<file path="src/rtl/stack_frame_seq.sv">
module stack_frame_seq (
  input  logic        clk,
  input  logic        rst_n,
  input  logic        sel_we,
  input  logic [3:0]  sel_wdata,
  input  logic        sp_we,
  input  logic [7:0]  sp_wdata,
  input  logic        call_req,
  input  logic [1:0]  call_kind,
  input  logic        ret_req,
  input  logic        br_long,
  input  logic [13:0] pc_in,
  input  logic [1:0]  flags_in,
  input  logic [3:0]  mem_rdata,
  output logic        mem_we,
  output logic        mem_re,
  output logic [8:0]  mem_addr,
  output logic [3:0]  mem_wdata,
  output logic        busy,
  output logic [3:0]  sel_q,
  output logic [7:0]  sp_out,
  output logic        bank_err,
  output logic        illegal,
  output logic        ovf,
  output logic [2:0]  call_cycles,
  output logic        pc_valid,
  output logic [13:0] pc_out,
  output logic [1:0]  flags_out
);

  logic [2:0]  cnt;
  logic        push_q, ext_q, bank_q;
  logic [23:0] frame, rd_asm;
  logic [2:0]  wr_nib, rd_nib, cyc;
  logic        call_ok, ret_ok;

  assign busy      = (cnt != 3'd0);
  assign bank_err  = sel_q[1];
  assign mem_we    = busy & push_q;
  assign mem_re    = busy & ~push_q;
  assign mem_addr  = {bank_q, push_q ? sp_out - 8'd1 : sp_out};
  assign wr_nib    = cnt - 3'd1;
  assign rd_nib    = (ext_q ? 3'd6 : 3'd4) - cnt;
  assign mem_wdata = frame[{wr_nib, 2'b00} +: 4];

  assign call_ok = ~busy & ~sel_q[1] & call_req & ~(call_kind[1] & sel_q[3]);
  assign ret_ok  = ~busy & ~sel_q[1] & ~call_req & ret_req;
  assign cyc = call_kind[1] ? 3'd4 :
               call_kind[0] ? (sel_q[3] ? 3'd2 : 3'd3) : (sel_q[3] ? 3'd3 : 3'd4);

  always_comb begin
    rd_asm = frame;
    rd_asm[{rd_nib, 2'b00} +: 4] = mem_rdata;
  end

  always_ff @(posedge clk) begin
    if (!rst_n) begin
      sel_q <= 4'b1000;
      sp_out <= 8'h00;
      cnt <= 3'd0;
      push_q <= 1'b0;
      ext_q <= 1'b0;
      bank_q <= 1'b0;
      frame <= '0;
      illegal <= 1'b0;
      ovf <= 1'b0;
      call_cycles <= 3'd0;
      pc_valid <= 1'b0;
      pc_out <= '0;
      flags_out <= 2'b00;
    end else begin
      illegal  <= sel_q[3] & (br_long | (call_req & call_kind[1] & ~busy));
      pc_valid <= 1'b0;
      if (busy) begin
        cnt <= cnt - 3'd1;
        if (push_q) begin
          sp_out <= sp_out - 8'd1;
          if (sp_out == 8'h00) ovf <= 1'b1;
        end else begin
          sp_out <= sp_out + 8'd1;
          if (sp_out == 8'hFF) ovf <= 1'b1;
          frame <= rd_asm;
          if (cnt == 3'd1) begin
            pc_valid <= 1'b1;
            pc_out <= rd_asm[13:0];
            if (ext_q) flags_out <= rd_asm[17:16];
          end
        end
      end else begin
        if (sel_we) sel_q <= {sel_wdata[3], sel_wdata[2] & 1'b0, sel_wdata[1:0]};
        if (sp_we) sp_out <= sp_wdata;
        if (call_ok) begin
          push_q <= 1'b1;
          ext_q <= ~sel_q[3];
          bank_q <= sel_q[0];
          cnt <= sel_q[3] ? 3'd4 : 3'd6;
          frame <= {6'b0, flags_in, 2'b00, pc_in};
          call_cycles <= cyc;
        end else if (ret_ok) begin
          push_q <= 1'b0;
          ext_q <= ~sel_q[3];
          bank_q <= sel_q[0];
          cnt <= sel_q[3] ? 3'd4 : 3'd6;
        end
      end
    end
  end

  assert_sel_update_R2: assert property (@(posedge clk) disable iff (!rst_n)
    (sel_we && !busy) |=> (sel_q == {$past(sel_wdata[3]), 1'b0, $past(sel_wdata[1:0])}));

  assert_bank_err_blocks_R3: assert property (@(posedge clk) disable iff (!rst_n)
    (bank_err && !busy) |=> !busy);

  assert_push_dec_R4: assert property (@(posedge clk) disable iff (!rst_n)
    mem_we |=> (sp_out == $past(sp_out) - 8'd1));

  assert_pop_inc_R6: assert property (@(posedge clk) disable iff (!rst_n)
    mem_re |=> (sp_out == $past(sp_out) + 8'd1));

  assert_ret_done_idle_R6: assert property (@(posedge clk) disable iff (!rst_n)
    pc_valid |-> !busy);

  assert_illegal_compact_R8: assert property (@(posedge clk) disable iff (!rst_n)
    illegal |-> $past(sel_q[3]));

  assert_busy_freezes_sel_R9: assert property (@(posedge clk) disable iff (!rst_n)
    busy |=> $stable(sel_q));

  assert_ovf_sticky_R10: assert property (@(posedge clk) disable iff (!rst_n)
    ovf |=> ovf);

endmodule

</file>
<file path="config.mk">
export PLATFORM = sky130hd
export DESIGN_NAME = stack_frame_seq
export DESIGN_NICKNAME = d
export VERILOG_FILES = /design/src/rtl/stack_frame_seq.sv
export SDC_FILE = /design/constraint.sdc
export NUM_CORES = 1
export LEC_CHECK = 0
export ABC_AREA = 1
export BUFFER_PORTS_ARGS = -buffer_cell sky130_fd_sc_hd__buf_4
export CORE_MARGIN = 3
export CORE_UTILIZATION = 60
export CTS_BUF_LIST = sky130_fd_sc_hd__clkbuf_2 sky130_fd_sc_hd__clkbuf_4 sky130_fd_sc_hd__clkbuf_8
export DETAILED_ROUTE_END_ITERATION = 7
export GPL_TIMING_DRIVEN = 0
export PLACE_DENSITY = 0.93
export SKIP_CTS_REPAIR_TIMING = 1
export SYNTH_ARGS = -nofsm -noshare
export SYNTH_HDL_FRONTEND = slang
export SYNTH_SLANG_ARGS = --single-unit
</file>
<file path="constraint.sdc">
create_clock -name clk -period 7 [get_ports clk]
set_input_delay 0.7 -clock clk [delete_from_list [all_inputs] [get_ports clk]]
set_output_delay 0.7 -clock clk [all_outputs]
set_load 0.1 [all_outputs]
</file>
* Word level (Yosys, flattened, before mapping) *
Index checks and enable logic that the tools add are counted.

storage, ports and cells
  output and inout bits = 51
  input bits = 41
  logic and storage cells = 86
  register bits = 63

operators by class
  $add $sub $neg = 5
  reduce and logical (&&, ||, !) cells = 15
  bitwise operators = 19
  eq/ne operators = 4
  mux-type cells = 27
  shift-type cells = 3

operators by type and width
  kind                                                                     count
  24-bit 2-to-1 mux                                                        3
  8-bit 2-to-1 mux                                                         4
  24-bit bitwise mux                                                       1
  4-bit by 7-bit variable shift with 24-bit output (first input constant)  1
  24-bit by 6-bit indexed part select with 4-bit output                    1
  4-bit by 7-bit indexed part select with 24-bit output                    1
  3-bit 2-to-1 mux                                                         6
  1-bit AND                                                                11
  1-bit 2-to-1 mux                                                         11
  8-bit by 1-bit adder with 8-bit output (second input constant)           1
  8-bit == test (second input constant)                                    1
  8-bit logical NOT                                                        1
  2-bit AND reduction                                                      4
  2-bit nonzero test                                                       4
  8-bit by 1-bit subtractor with 8-bit output (second input constant)      1
  5-bit negation with 7-bit output                                         1
  1-bit NOT                                                                7
  3-bit AND reduction                                                      2
  3-bit nonzero test                                                       2
  2-bit 2-to-1 mux                                                         2
  4-bit AND reduction                                                      1
  3-bit by 1-bit == test with 1-bit output (second input constant)         1
  3-bit OR reduction                                                       1
  3-bit by 1-bit subtractor with 3-bit output (second input constant)      1
  other kinds (4)                                                          4

* Depth between registers and ports, before layout *
Gate-level depths: netlist (run 1).

  word-level depth = 8
  mapped depth = 14
  depth with buffers taken out = 13

* Worst setup path before layout (run 1) *
Ideal clock, no wire load.

  path kind = register to output
  start point = register cnt[0]
  end point = output port mem_wdata[3]
  data required time = 6.300 ns
  arrival time = 3.834 ns
  path slack = 2.466 ns
  stages on the path, launching flop included = 7
  cell sequence = dfxtp_1 -> clkbuf_8 -> clkinv_1 -> ha_1 -> xor2_1 -> nand2_1 -> o32ai_1

on the way
  cells in the longest elaborated chain, start to end = 2

ends and longest elaborated chain
  what                                                   line  text
  start, declared                                        31    logic [2:0] cnt;
  start signal, assigned                                 75    cnt <= cnt - 3'd1;
  start signal, assigned                                 96    cnt <= sel_q[3] ? 3'd4 : 3'd6;
  start signal, assigned                                 103   cnt <= sel_q[3] ? 3'd4 : 3'd6;
  3-bit by 1-bit subtractor with 3-bit output            42    assign wr_nib = cnt - 3'd1;
  24-bit by 6-bit indexed part select with 4-bit output  44    assign mem_wdata = frame[{wr_nib, 2'b00} +: 4];
  end, declared                                          18    output logic [3:0] mem_wdata,

No other way between the ends.

* Worst setup path in the final report (run 1) *
  start point = register cnt[0]
  end point = output port mem_wdata[2]

Same word-level chain as after synthesis.

==> flow_metrics.tcl, run 1 <==
set metrics [dict create \
    outcome "completed" \
    fin_crit_sh_pct 56.6 \
    regArea_um2 1260 \
    drv_cap 0 \
    yosysWarnings 0 \
    period_minus_slack_ns 3.96 \
    synth_edf_count 0 \
    multi_input_area_um2 2230 \
    synth_top_area_share_pct 31.2 \
    die_area_um2 7770 \
    nFillCells 481 \
    die_h_um 88.1 \
    cts_sinks 63 \
    hp-start "call_cycles[1]" \
    wl_mm 12.7 \
    reg2reg_from "cnt[0]" \
    path_clk_slew_ns 0.07 \
    synth_top_cell_by_area "dfxtp_1" \
    dp_cells 801 \
    max_freq_mhz 252 \
    htreeDepth 3 \
    die_w_um 88.1 \
    finalSetupTns_ns 0 \
    avgSynthCellArea_um2 6.37 \
    rows 29 \
    crit_start "cnt[0]" \
    synth.most_common_cell "nand2_1" \
    portBuffers 89 \
    initial_core_util_pct 62.7 \
    antenna_found_initial 0 \
    async_flop_share_pct 0 \
    path_class "flop to output pin" \
    numCtsBuffers 9 \
    grt_pass1_vias 4252 \
    fin_skew_ns 0.0109 \
    pre_cts_ws_ns 3.44 \
    arrival_ns 3.26 \
    post_drt_via_cell_ratio 5.63 \
    end_kind "output pin" \
    n_antenna_cell 0 \
    clk_path_buf_depth 2 \
    grt_pass1_wl_mm 19.7 \
    cts_tree "built" \
    grtUsageMet3_pct 6.87 \
    whs_ns 0.464 \
    slew_viol_final 0 \
    synth_area_um2 4050 \
    globalRouteMet1Util_pct 41.0 \
    drt_iter0_drc 447 \
    met2_usage_pct 54.5 \
    synth_area_leaders "dfxtp_1, nand2_1, nor2_1" \
    finalNetCount 791 \
    ys_seq_area_share_pct 31.2 \
    vias 4599 \
    syn_inst 635 \
    cts-root-buf "clkbuf_8" \
    grt_max_degree 14 \
    wl_per_cell_um 15.5 \
    ios 92 \
    first_pass_iters 5 \
    reg2reg_slack_ns 3.60 \
    slew_headroom_pct 55.4 \
    final_layout_size_suffix_gt1_share_pct 20.4 \
    ant_nets 0 \
    worstMarginPinSlew_ns 0.669 \
    synth_nets 691 \
    ys_types 43 \
    setup_viol 0 \
    hpwl_mm 9.38 \
    post-route-drc-count 0 \
    grt.overflow.total 0 \
    critical_path_required_ns 6.30 \
    grt.total_usage_pct 32.6 \
    crit_path_start_kind "flop" \
    rsz0062_at_grt "false" \
    path_max_fanout 13 \
    synth_commonest_cells "nand2_1, nor2_1, inv_1" \
    worst_slack_ns 3.04 \
    yosys_register_bits 63 \
    finalHoldViolations 0 \
    clk_latency_ns 0.34 \
    gp_congestion 0.962 \
    area_growth_pct 24.5 \
    busiest_layer "met2" \
    hold_path_class "flop to flop" \
    instances_no_fill 817 \
    synth_ff_type "dfxtp_1" \
    core_area_um2 6460 \
]
[critical path, cell delays in order (launching register included)]
cell      delay [ns]
dfxtp_1         0.41
clkbuf_8        0.20
clkinv_1        0.39
ha_1            0.54
inv_1           0.12
clkbuf_1        0.35
nor2_1          0.09
o21ai_0         0.27
inv_1           0.09
o22ai_1         0.13
buf_4           0.32
[path summary, 6_finish.rpt]
path                                  endpoint  depth (start not counted)
worst min register to register  call_cycles[1]                          2
worst max-delay path              mem_wdata[2]                         10
worst max register to register        frame[0]                         11
worst min-delay path            call_cycles[1]                          2
[metal layers]
layer	part of all wire (%)	wire length (um)
met4	3.1	388
met5	0	0
met1	41	5190
met2	47	5970
met3	8.9	1140
[area by class of cell]
type | instances | share of cell area [%]
timing repair buffer | 89 | 13.3
multi-input combinational | 448 | 44.3
clock buffer | 11 | 2.88
buffer | 36 | 4.45
clock inverter | 5 | 1.61
sequential | 63 | 25.0
tap | 77 | 1.91
inverter | 88 | 6.56
[layout by cell type, fill, tap and decap left out, types with 3 or more instances in the layout]
cell	synthesis	layout
nand2_1	129	129
buf_4	9	98
nor2_1	95	95
inv_1	84	84
dfxtp_1	63	63
o21ai_0	57	57
a21oi_1	47	47
nand3_1	47	47
ha_1	14	14
buf_2	13	13
clkbuf_8	1	11
clkbuf_1	10	10
nor3_1	9	9
nand4_1	7	7
o22ai_1	4	4
mux2i_1	3	3
o21ai_2	3	3
nand2_2	3	3
o21ai_1	3	3
[flip-flops by register name, summed over array words and instances, names as in the netlist]
register	count
cnt	3
bank_q	1
push_q	1
call_cycles	3
frame	24
ext_q	1
sp_out	8
pc_valid	1
sel_q	3
ovf	1
illegal	1
pc_out	14
flags_out	2
[per-stage QoR]
step,instance area (um2),utilization (%)
after floorplan,4050,-
after global placement,4810,74.5
after detailed placement,4810,74.5
after CTS,5040,78.0
after global routing,5040,78.0
final,5040,78.0
[cell families (layout without fill, tap and decap cells)]
group | count (synthesis) | count (layout) | synth area share (%)
flip-flops | 63 | 63 | 31.2
other | 1 | 1 | 0.0927
buffers and inverters | 124 | 229 | 13.7
AND/OR/NAND/NOR | 302 | 302 | 32.2
multiplexers | 3 | 3 | 0.742
XOR/XNOR | 3 | 3 | 0.835
adder cells (fa/ha/maj) | 15 | 15 | 4.82
AO/OA/AOI/OAI | 124 | 124 | 16.4
Power of run 1 is left out: the tool's default activity adds up to more than one toggle a clock period on the data nets, which glitch-free logic cannot reach.
==> run 2: changes to the inputs <==
Settings changed: CORE_UTILIZATION 60 to 51, PLACE_DENSITY 0.93 to 0.85.
Clock period 7 ns to 3.5 ns, I/O delays scaled along.
==> run 2 against run 1 <==
Non-clock buffer count unchanged. Flip-flop and latch count unchanged. Global-route usage down 4.5 points. Largest cell class unchanged. Die area up 16%.
==> flow_metrics.tcl, run 2 (synthesis gave the netlist of run 1 again) <==
set metrics [dict create \
    hold_path_class "input port to flop" \
    first_pass_iters 5 \
    finalSetupTns_ns 0 \
    cts_sinks 63 \
    initial_core_util_pct 54.1 \
    worstMarginPinSlew_ns 0.711 \
    reg2reg_from "cnt[0]" \
    registers.top_by_ff_count "frame" \
    critPathBufInv 6 \
    slew_headroom_pct 52.6 \
    rows 31 \
    pre_cts_ws_ns 0.202 \
    worst_slack_ns 0.136 \
    layout_common_cells "nand2_1, buf_4, nor2_1" \
    cts-root-buf "clkbuf_8" \
    nFillCells 658 \
    crit_path_start_kind "flop" \
    slew_viol_final 0 \
    critical_path_required_ns 3.15 \
    path_max_fanout 13 \
    max_freq_mhz 297 \
    clk_path_buf_depth 2 \
    cp_slowest_cell "ha_2" \
    regArea_um2 1260 \
    drv_cap 0 \
    post_drt_via_cell_ratio 5.29 \
    final_layout_size_suffix_gt1_share_pct 21.5 \
    period_minus_slack_ns 3.36 \
    reg2reg_slack_ns 0.27 \
    htreeDepth 3 \
    numCtsBuffers 9 \
    final_common_cell "nand2_1" \
    hpwl_mm 9.52 \
    fin_skew_ns 0.00939 \
    arrival_ns 3.01 \
    finalHoldViolations 0 \
    drt_iter0_drc 354 \
    hp-start "sel_wdata[3]" \
    reg2reg_to "frame[3]" \
    clk_latency_ns 0.36 \
    grt_max_degree 14 \
    antenna_found_initial 0 \
    portBuffers 89 \
    r2r_cells 11 \
    wl_mm 12.5 \
    n_antenna_cell 0 \
    die_h_um 95.1 \
    path_class "flop to output pin" \
    area_growth_pct 25.7 \
    grt_pass1_wl_mm 19.8 \
    die_area_um2 9040 \
    vias 4440 \
    largestRegisters "frame (24), pc_out (14), sp_out (8)" \
    max_stage_delay_ns 0.51 \
    die_w_um 95.1 \
    end_kind "output pin" \
    post-route-drc-count 0 \
    largest_reg_flops 24 \
    grt.overflow.total 0 \
    crit_start "cnt[0]" \
    gp_congestion 0.946 \
    ant_nets 0 \
    grt.total_usage_pct 28.1 \
    wl_per_cell_um 14.9 \
    crit_family "buffers and inverters" \
    endpoint "mem_wdata[2]" \
    fin_crit_sh_pct 96.1 \
    ios 92 \
    setup_viol 0 \
    multi_input_area_um2 2270 \
    path_clk_slew_ns 0.08 \
    cp_cell_sequence "clkbuf_8 > clkinvlp_4 > ha_2 > inv_1 > clkbuf_2 > a21oi_1 > o21ai_0 > o21ai_0 > inv_1 > o22ai_2 > buf_4" \
    crit_cells 11 \
    outcome "completed" \
    grt_pass1_vias 3952 \
    cts_tree "built" \
    finalNetCount 791 \
    core_area_um2 7490 \
]
-- run 2: changes by cell type in the layout (fill, tap and decap cells not counted), moves of 3 or more --
cell     before  now
o21ai_0      57   51
o22ai_1       4    1
o21ai_1       3    9
o22ai_2       0    3
-- run 2: worst min-delay path by stage --
stage	end	slack [ns]	cells past startpoint
final	sel_q[3]	0.25	3
after CTS	sel_q[3]	0.25	3
after floorplan	frame[18]	0.44	2
after global placement	call_cycles[2]	0.44	2
after detailed placement	call_cycles[2]	0.45	2
after global routing	sel_q[3]	0.25	3
-- run 2: worst reg2reg max path: stages, from the launching register on --
cell,delay (ns)
dfxtp_1,0.43
clkbuf_8,0.21
clkinvlp_4,0.27
fa_1,0.54
xnor2_2,0.31
ha_1,0.37
inv_1,0.10
nand2_1,0.05
nand3b_2,0.30
o21ai_0,0.33
nand2_1,0.09
a21oi_1,0.14
-- run 2: final cells by class --
cell class                 instances  share of cell area, %
tap                               99                   2.44
clock buffer                      10                   2.71
multi-input combinational        448                   44.6
buffer                            36                   4.43
sequential                        63                   24.8
clock inverter                     6                   1.35
inverter                          88                   6.57
timing repair buffer              89                   13.1
-- run 2: per-stage QoR --
step	utilization [%]	instance area, um2	hold slack, ns	std cells
after floorplan	-	4070	0.439	635
after global placement	65.0	4860	0.440	823
after detailed placement	65.0	4860	0.449	823
after CTS	67.7	5070	0.251	839
after global routing	67.9	5090	0.254	839
final	67.9	5090	0.247	839
-- run 2: per-layer routing --
metal / up-vias / track usage (%) / wire length, um
met5: - / 0 / 0
met4: 0 / 8.05 / 155
met3: 16 / 5.68 / 933
met2: 168 / 43.4 / 5760
met1: 2034 / 39.7 / 5650
li1: 2222 / - / -
Power of run 2 is left out for the same reason.
==> run 3: changes to the inputs <==
Settings changed: ABC_AREA 1 to unset, CORE_UTILIZATION 51 to 50, GPL_ROUTABILITY_DRIVEN set to 0, HOLD_SLACK_MARGIN set to 0.08.
==> run 3 against run 2 <==
Hold slack worse by 0.0030 ns. Register-to-register slack worse by 0.20 ns. Cell area decreased by 9.6%. Synthesized cell count fell by 35%. Maximum frequency is 1.8% lower.
==> flow_metrics.tcl, run 3 <==
set metrics [dict create \
    initial_core_util_pct 52.3 \
    grt_pass1_wl_mm 17.5 \
    largest_reg_flops 24 \
    first_pass_iters 5 \
    die_w_um 90.8 \
    die_h_um 90.8 \
    pre_cts_ws_ns -0.270 \
    synth.most_common_cell "dfxtp_1" \
    yosys_register_bits 63 \
    ios 92 \
    post_drt_via_cell_ratio 6.20 \
    drv_cap 0 \
    final_util_pct 66.9 \
    multi_input_area_um2 2130 \
    grt.overflow.total 0 \
    ys_seq_area_share_pct 35.1 \
    final_common_cell "buf_4" \
    nFillCells 566 \
    final_layout_size_suffix_gt1_share_pct 25.7 \
    grt_max_degree 11 \
    layout_common_cells "buf_4, dfxtp_1, o21ai_0" \
    n_antenna_cell 0 \
    synth_commonest_cells "dfxtp_1, o21ai_0, a21oi_1" \
    largestRegisters "frame (24), pc_out (14), sp_out (8)" \
    area_growth_pct 27.9 \
    max_freq_mhz 292 \
    worst_slack_ns 0.0748 \
    regArea_um2 1260 \
    htreeDepth 3 \
    synth_edf_count 0 \
    core_area_um2 6870 \
    fin_skew_ns 0.00885 \
    finalNetCount 565 \
    path_class "flop to flop" \
    synth_top_cell_by_area "dfxtp_1" \
    wl_mm 11.1 \
    crit_path_start_kind "flop" \
    path_clk_slew_ns 0.07 \
    slew_headroom_pct 44.0 \
    antenna_found_initial 0 \
    synth_top_area_share_pct 35.1 \
    crit_start "cnt[0]" \
    clk_latency_ns 0.35 \
    rows 30 \
    registers.top_by_ff_count "frame" \
    hpwl_mm 7.96 \
    end_kind "flop" \
    cts-root-buf "clkbuf_8" \
    cts_tree "built" \
    portBuffers 85 \
    async_flop_share_pct 0 \
    die_area_um2 8250 \
    syn_inst 414 \
    path_max_fanout 10 \
    ant_nets 0 \
    avgSynthCellArea_um2 8.69 \
    setup_viol 0 \
    instances_no_fill 609 \
    synth_ff_type "dfxtp_1" \
    dp_cells 595 \
    hp-start "sel_wdata[3]" \
    synth_area_um2 3600 \
    cts_sinks 63 \
    critical_path_required_ns 3.73 \
    drt_iter0_drc 494 \
    slew_viol_final 0 \
    vias 3774 \
    outcome "completed" \
    grt.total_usage_pct 26.5 \
    clk_path_buf_depth 2 \
    finalHoldViolations 0 \
    grt_pass1_vias 3523 \
    synth_nets 470 \
    post-route-drc-count 0 \
    worstMarginPinSlew_ns 0.834 \
    ys_types 56 \
    numCtsBuffers 9 \
    fin_crit_sh_pct 97.9 \
    whs_ns 0.244 \
    reg2reg_from "cnt[0]" \
    period_minus_slack_ns 3.43 \
    wl_per_cell_um 18.2 \
    arrival_ns 3.66 \
    hold_path_class "input port to flop" \
    synth_area_leaders "dfxtp_1, ha_1, o21ai_0" \
    yosysWarnings 0 \
]
==> run 3: per-stage QoR <==
step	instance area [um2]	setup TNS [ns]
after floorplan	3610	0
after global placement	4370	-0.0974
after detailed placement	4370	-1.66
after CTS	4580	-2.04
after global routing	4600	-0.231
final	4600	0
==> run 3: layout make-up <==
cell class	count	area share, %
Tap cell	96	2.61
Inverter	11	0.980
Clock buffer	11	3.16
Clock inverter	4	1.52
Multi-Input combinational cell	299	46.3
Buffer	38	3.78
Sequential cell	63	27.4
Timing Repair Buffer	87	14.2
==> run 3: cells by family (layout without fill, tap and decap cells) <==
kind of cell / after synthesis / count (layout) / synth area share [%]
other: 1 / 1 / 0.104
adder cells (fa/ha/maj): 15 / 15 / 5.43
AO/OA/AOI/OAI: 134 / 134 / 24.5
AND/OR/NAND/NOR: 121 / 121 / 19.7
flip-flops: 63 / 63 / 35.1
multiplexers: 18 / 18 / 6.40
buffers and inverters: 52 / 151 / 6.30
XOR/XNOR: 10 / 10 / 2.44
==> run 3: per-layer routing <==
metal / vias up / wire, um / global-route usage (%)
met1: 1782 / 4460 / 34.7
met2: 225 / 5280 / 42.1
met3: 41 / 1010 / 4.50
met5: - / 0 / 0
met4: 0 / 331 / 13.4
li1: 1726 / - / -
==> run 3: final timing paths <==
check	to	slack (ns)	cells after the start
setup / recovery	frame[16]	0.07	11
hold / removal	sel_q[3]	0.24	3
setup reg to reg	frame[16]	0.07	11
hold reg to reg	frame[15]	0.47	2
==> run 3: worst max-delay path, stage by stage (launching register included) <==
cell and delay [ns]:
dfxtp_1 0.49, buf_4 0.29, clkinvlp_4 0.21, fa_1 0.49
xor2_2 0.27, inv_2 0.13, ha_1 0.40, nor3b_2 0.28
and3_1 0.18, buf_2 0.17, mux2i_1 0.28, o211ai_1 0.12
Power of run 3 is left out for the same reason.
